--- config.mk ---
export PLATFORM = sky130hd
export DESIGN_NAME = mii_mgmt_unit
export DESIGN_NICKNAME = d
export VERILOG_FILES = /design/src/rtl/mii_mgmt_unit.sv
export SDC_FILE = /design/constraint.sdc
export NUM_CORES = 1
export LEC_CHECK = 0
export BUFFER_PORTS_ARGS = -buffer_cell sky130_fd_sc_hd__buf_4
export CAP_MARGIN = 5
export CORE_ASPECT_RATIO = 1.75
export CORE_MARGIN = 5
export CORE_UTILIZATION = 48
export CTS_CLUSTER_DIAMETER = 80
export DETAILED_ROUTE_END_ITERATION = 16
export PLACE_DENSITY = 0.75
export SYNTH_ARGS = -nofsm -noshare
export SYNTH_HDL_FRONTEND = slang
export SYNTH_SLANG_ARGS = --single-unit
--- constraint.sdc ---
create_clock -name clk -period 4.7 [get_ports clk]
set_clock_uncertainty 0.2 [all_clocks]
set_input_delay 0.94 -clock clk [delete_from_list [all_inputs] [get_ports clk]]
set_output_delay 0.94 -clock clk [all_outputs]
set_load 0.02 [all_outputs]
--- src/rtl/mii_mgmt_unit.sv ---
module mii_mgmt_unit #(
  parameter int PHY_ADDR = 1,
  parameter int NREG     = 16
) (
  input  logic        clk,
  input  logic        rst_n,
  input  logic        host_we,
  input  logic [2:0]  host_addr,
  input  logic [15:0] host_wdata,
  output logic [15:0] host_rdata,
  input  logic        link_up
);
  localparam int IW = $clog2(NREG);
  localparam logic [4:0] PHY5 = 5'(PHY_ADDR);
  localparam logic [5:0] NREG6 = 6'(NREG);
  localparam logic [2:0] A_ADR = 3'd0, A_CMD = 3'd1, A_TX = 3'd2, A_RX = 3'd3, A_ST = 3'd4;

  logic [4:0]  pa_q, ra_q;
  logic [2:0]  cmd_q;
  logic [15:0] tx_q, rx_q;
  logic        lf_q, link_q;
  logic [15:0] file [NREG];
  logic [15:0] wfile [NREG];
  logic [15:0] nfile [NREG];

  function automatic logic [15:0] rst_val(input int i, input logic lnk);
    case (i)
      0: rst_val = 16'h1000;
      1: rst_val = 16'h7848 | {13'd0, lnk, 2'd0};
      2: rst_val = 16'h2000;
      3: rst_val = 16'h5C90;
      4: rst_val = 16'h01E1;
      5: rst_val = lnk ? 16'h01E1 : 16'h0000;
      default: rst_val = 16'h0000;
    endcase
  endfunction

  wire        here     = (pa_q == PHY5);
  wire        in_range = ({1'b0, ra_q} < NREG6);
  wire        rd_cmd   = host_we && host_addr == A_CMD && host_wdata[1];
  wire        phy_wr   = host_we && ((host_addr == A_CMD && host_wdata[2]) || host_addr == A_TX);
  wire [15:0] wval     = (host_addr == A_TX) ? host_wdata : tx_q;
  wire        link_chg = (link_up != link_q);

  always_comb begin
    wfile = file;
    if (phy_wr && here && in_range) begin
      if (ra_q == 5'd0) begin
        if (wval[15]) begin
          for (int i = 0; i < NREG; i++) wfile[i] = rst_val(i, link_q);
        end else begin
          wfile[0] = wval;
        end
      end else if (ra_q > 5'd3) begin
        wfile[ra_q[IW-1:0]] = wval;
      end
    end
    nfile = wfile;
    if (link_chg) begin
      if (link_up) begin
        nfile[1][2] = 1'b1;
        nfile[5]    = wfile[5] | 16'h01E1;
      end else begin
        nfile[1][2] = 1'b0;
        nfile[5]    = wfile[5] & 16'h01FF;
      end
    end
  end

  wire [15:0] rd_val = !here ? 16'hFFFF : (in_range ? wfile[ra_q[IW-1:0]] : 16'h0000);

  always_ff @(posedge clk or negedge rst_n) begin
    if (!rst_n) begin
      pa_q   <= '0;
      ra_q   <= '0;
      cmd_q  <= '0;
      tx_q   <= '0;
      rx_q   <= '0;
      lf_q   <= 1'b0;
      link_q <= 1'b0;
      for (int i = 0; i < NREG; i++) file[i] <= rst_val(i, 1'b0);
    end else begin
      file   <= nfile;
      link_q <= link_up;
      if (host_we) begin
        case (host_addr)
          A_ADR: begin
            ra_q <= host_wdata[12:8];
            pa_q <= host_wdata[4:0];
          end
          A_CMD: begin
            cmd_q <= host_wdata[2:0];
            if (host_wdata[1]) rx_q <= rd_val;
          end
          A_TX: tx_q <= host_wdata;
          default: ;
        endcase
      end
      if (link_chg && cmd_q[0]) lf_q <= ~link_up;
      else if (rd_cmd)          lf_q <= ~link_q;
    end
  end

  always_comb begin
    case (host_addr)
      A_ADR:   host_rdata = {3'd0, ra_q, 3'd0, pa_q};
      A_CMD:   host_rdata = {13'd0, cmd_q};
      A_TX:    host_rdata = tx_q;
      A_RX:    host_rdata = rx_q;
      A_ST:    host_rdata = {15'd0, lf_q};
      default: host_rdata = 16'h0000;
    endcase
  end
endmodule

==> results.yml <==
flow_run:
  max_cap_violations: 0
sta:
  holdWs_ps: 156
  finalSetupViolCount: 0
  tightest_slew_ps: 1360
  fin_crit_sh_pct: 89.3
  drv_slew: 0
  fin_setup_tns_ps: 0
  fmax_ghz: 0.238
  fin_crit_ps: 4200
  max_slew_margin_pct: 8.91
  rsz0062_at_grt: "no"
  hold_violations: 0
  setup_ws_ps: 504
clock_network:
  cts_setup_buffers: 0
  htree_levels: 1
  cts_made_buffers: 30
  cts_buffer_depth: 3
  ctsHoldBuffers: 0
  cts_resized: 0
  clkSinkCount: 303
  cts.clk_slew.worst_paths_ps: 60
  cts-root-buf: "clkbuf_16"
  cts_tree: "yes"
  worstSkewPairLatency_ps: 590
global_route:
  antenna_found_initial: 1
  track_usage_pct: 39.8
  grt_pass1_wl_um: 100000
  grt_pass1_vias: 14000
  overflow: 0
  grt_max_degree: 97
synthesis:
  ys_warn_count: 0
  ys_seq_area_share_pct: 50.1
  synthDominantCellAreaShare_pct: 46.8
  synth_area_leaders: "dfrtp_1, o21ai_0, nand2_1"
  syn_avg_cell_area_um2: 9.96
  syn_area_um2: 15200
  syn_inst: 1524
  synth_fp_nets: 1547
  synth_top_area_cell: "dfrtp_1"
  synth-seq-cells: 303
  async_flop_share_pct: 100
  synth_cell_type_count: 93
  synth_edf_count: 0
  synthFlopType: "dfrtp_1"
route:
  drt_first_iter_violations: 1770
  finalWirelength_um: 70200
  drc: 0
  vias: 14000
  first_pass_iters: 5
  drtAntennaViolNets: 0
  wl_per_cell_um: 34.4
  viasPerCell: 6.86
layout:
  drive_gt1_share_pct: 21.3
  area_growth_pct: 16.2
  n_antenna_cell: 0
  final_cell_mix: "dfrtp_1, nand2_1, buf_4"
  fin_nets: 1644
  final_common_cell: "dfrtp_1"
  fillCellCount: 2807
  final_cells: 2041
placed_design:
  io_buffers: 38
  place_worst_setup_slack_ps: 460
  place_inst: 1985
  gp_congestion: 1.11
  place_hpwl_um: 50000
power_and_ir_drop:
  switching_share_pct: 33.3
  p_seq_share_pct: 39.3
  power_mw: 7.37
  ir_drop_v: 0.000536
  p_leak_nw: 7.75
  clockPowerShare_pct: 36.7
  p_comb_share_pct: 24.0
  intPower_mw: 4.91
  p_per_area_nw_per_um2: 418
  switchingPower_mw: 2.45
critical_path:
  crit_path_start_kind: "register"
  critPathRequiredTime_ps: 4950
  worst-setup-path-type: "register to register"
  arrival_ps: 4440
  worstRegToRegCells: 10
  end_kind: "register"
  critical_path.max_fanout: 26
  reg2reg_slack_ps: 500
hold_path:
  hold_path.class: "input port to asynchronous set/reset pin"
floorplanning:
  die_w_um: 144
  die_h_um: 245
  dieArea_um2: 35400
  start_util_pct: 48.3
  placementRows: 86
  io_pins: 39
  core_um2: 31400
outcome:
  outcome: "completed"
[routing by layer]
layer	up-vias	wire (um)	track usage, %
met2	988	31700	60.5
met5	-	13	0
met1	6897	23900	47.8
li1	5754	-	-
met3	356	6900	9.26
met4	2	7670	31.3
[cells in the mapped netlist (16+ instances only)]
cell type,instances
and2_1,40
clkbuf_1,57
nor2_1,120
nand2b_1,27
o21ai_0,162
mux2_2,45
nand3_1,23
a22o_1,57
a21oi_1,71
mux2i_1,33
dfstp_2,19
dfrtp_1,284
nand2_1,186
nor3_1,25
buf_2,25
o22ai_1,24
a22oi_1,24
a211oi_1,16
[worst max-delay path, stage by stage, from the launching register on]
cell and delay (ps):
dfrtp_2 700, or3_1 500, nor2_4 410, buf_4 380
o211ai_2 320, buf_4 280, o2bb2ai_1 140, and3_1 210
a31oi_1 510, and3_1 320, nor3_1 70
[metrics by stage]
step,area (um2),utilization (%)
global route,17600,56.2
finish,17600,56.2
global placement,16500,52.7
floorplan,15200,-
CTS,17600,56.2
detailed placement,16500,52.7
[kinds of logic after synthesis]
logic type | synth area share [%]
simple gates | 16.4
buf+inv | 4.05
flops | 50.1
compound gates | 22.3
mux | 7.24
[power by group through the flow]
stage,clock [mW],combinational [mW],sequential [mW]
final,2.70,1.77,2.89
after CTS,2.72,1.68,2.88
after global placement,0,1.67,2.93
after detailed placement,0,1.68,2.93
after floorplan,0,0.912,2.82
after global routing,2.82,1.80,2.89
[layout make-up]
class                           instances  area [um2]  share of cell area, %
Clock buffer                           44         885                   5.01
Clock inverter                         12         214                   1.21
Inverter                               14        52.6                  0.298
Multi-Input combinational cell       1092        6980                   39.6
Sequential cell                       303        7610                   43.1
Tap cell                              396         495                   2.81
Timing Repair Buffer                  180        1410                   7.99
[flip-flops by register name (all words and copies together), names as in the netlist]
signal  flops
cmd_q       3
file      256
lf_q        1
link_q      1
pa_q        5
ra_q        5
rx_q       16
tx_q       16
[worst paths after layout]
| kind | startpoint | end |
|---|---|---|
| hold / removal | rst_n | file[73] |
| setup / recovery | ra_q[1] | rx_q[5] |
| hold reg to reg | file[249] | file[249] |
| max in group asynchronous | rst_n | file[194] |
| min in group clk | file[249] | file[249] |
| setup reg to reg | ra_q[1] | rx_q[5] |
No activity file was read; power rests on OpenSTA's default activity.
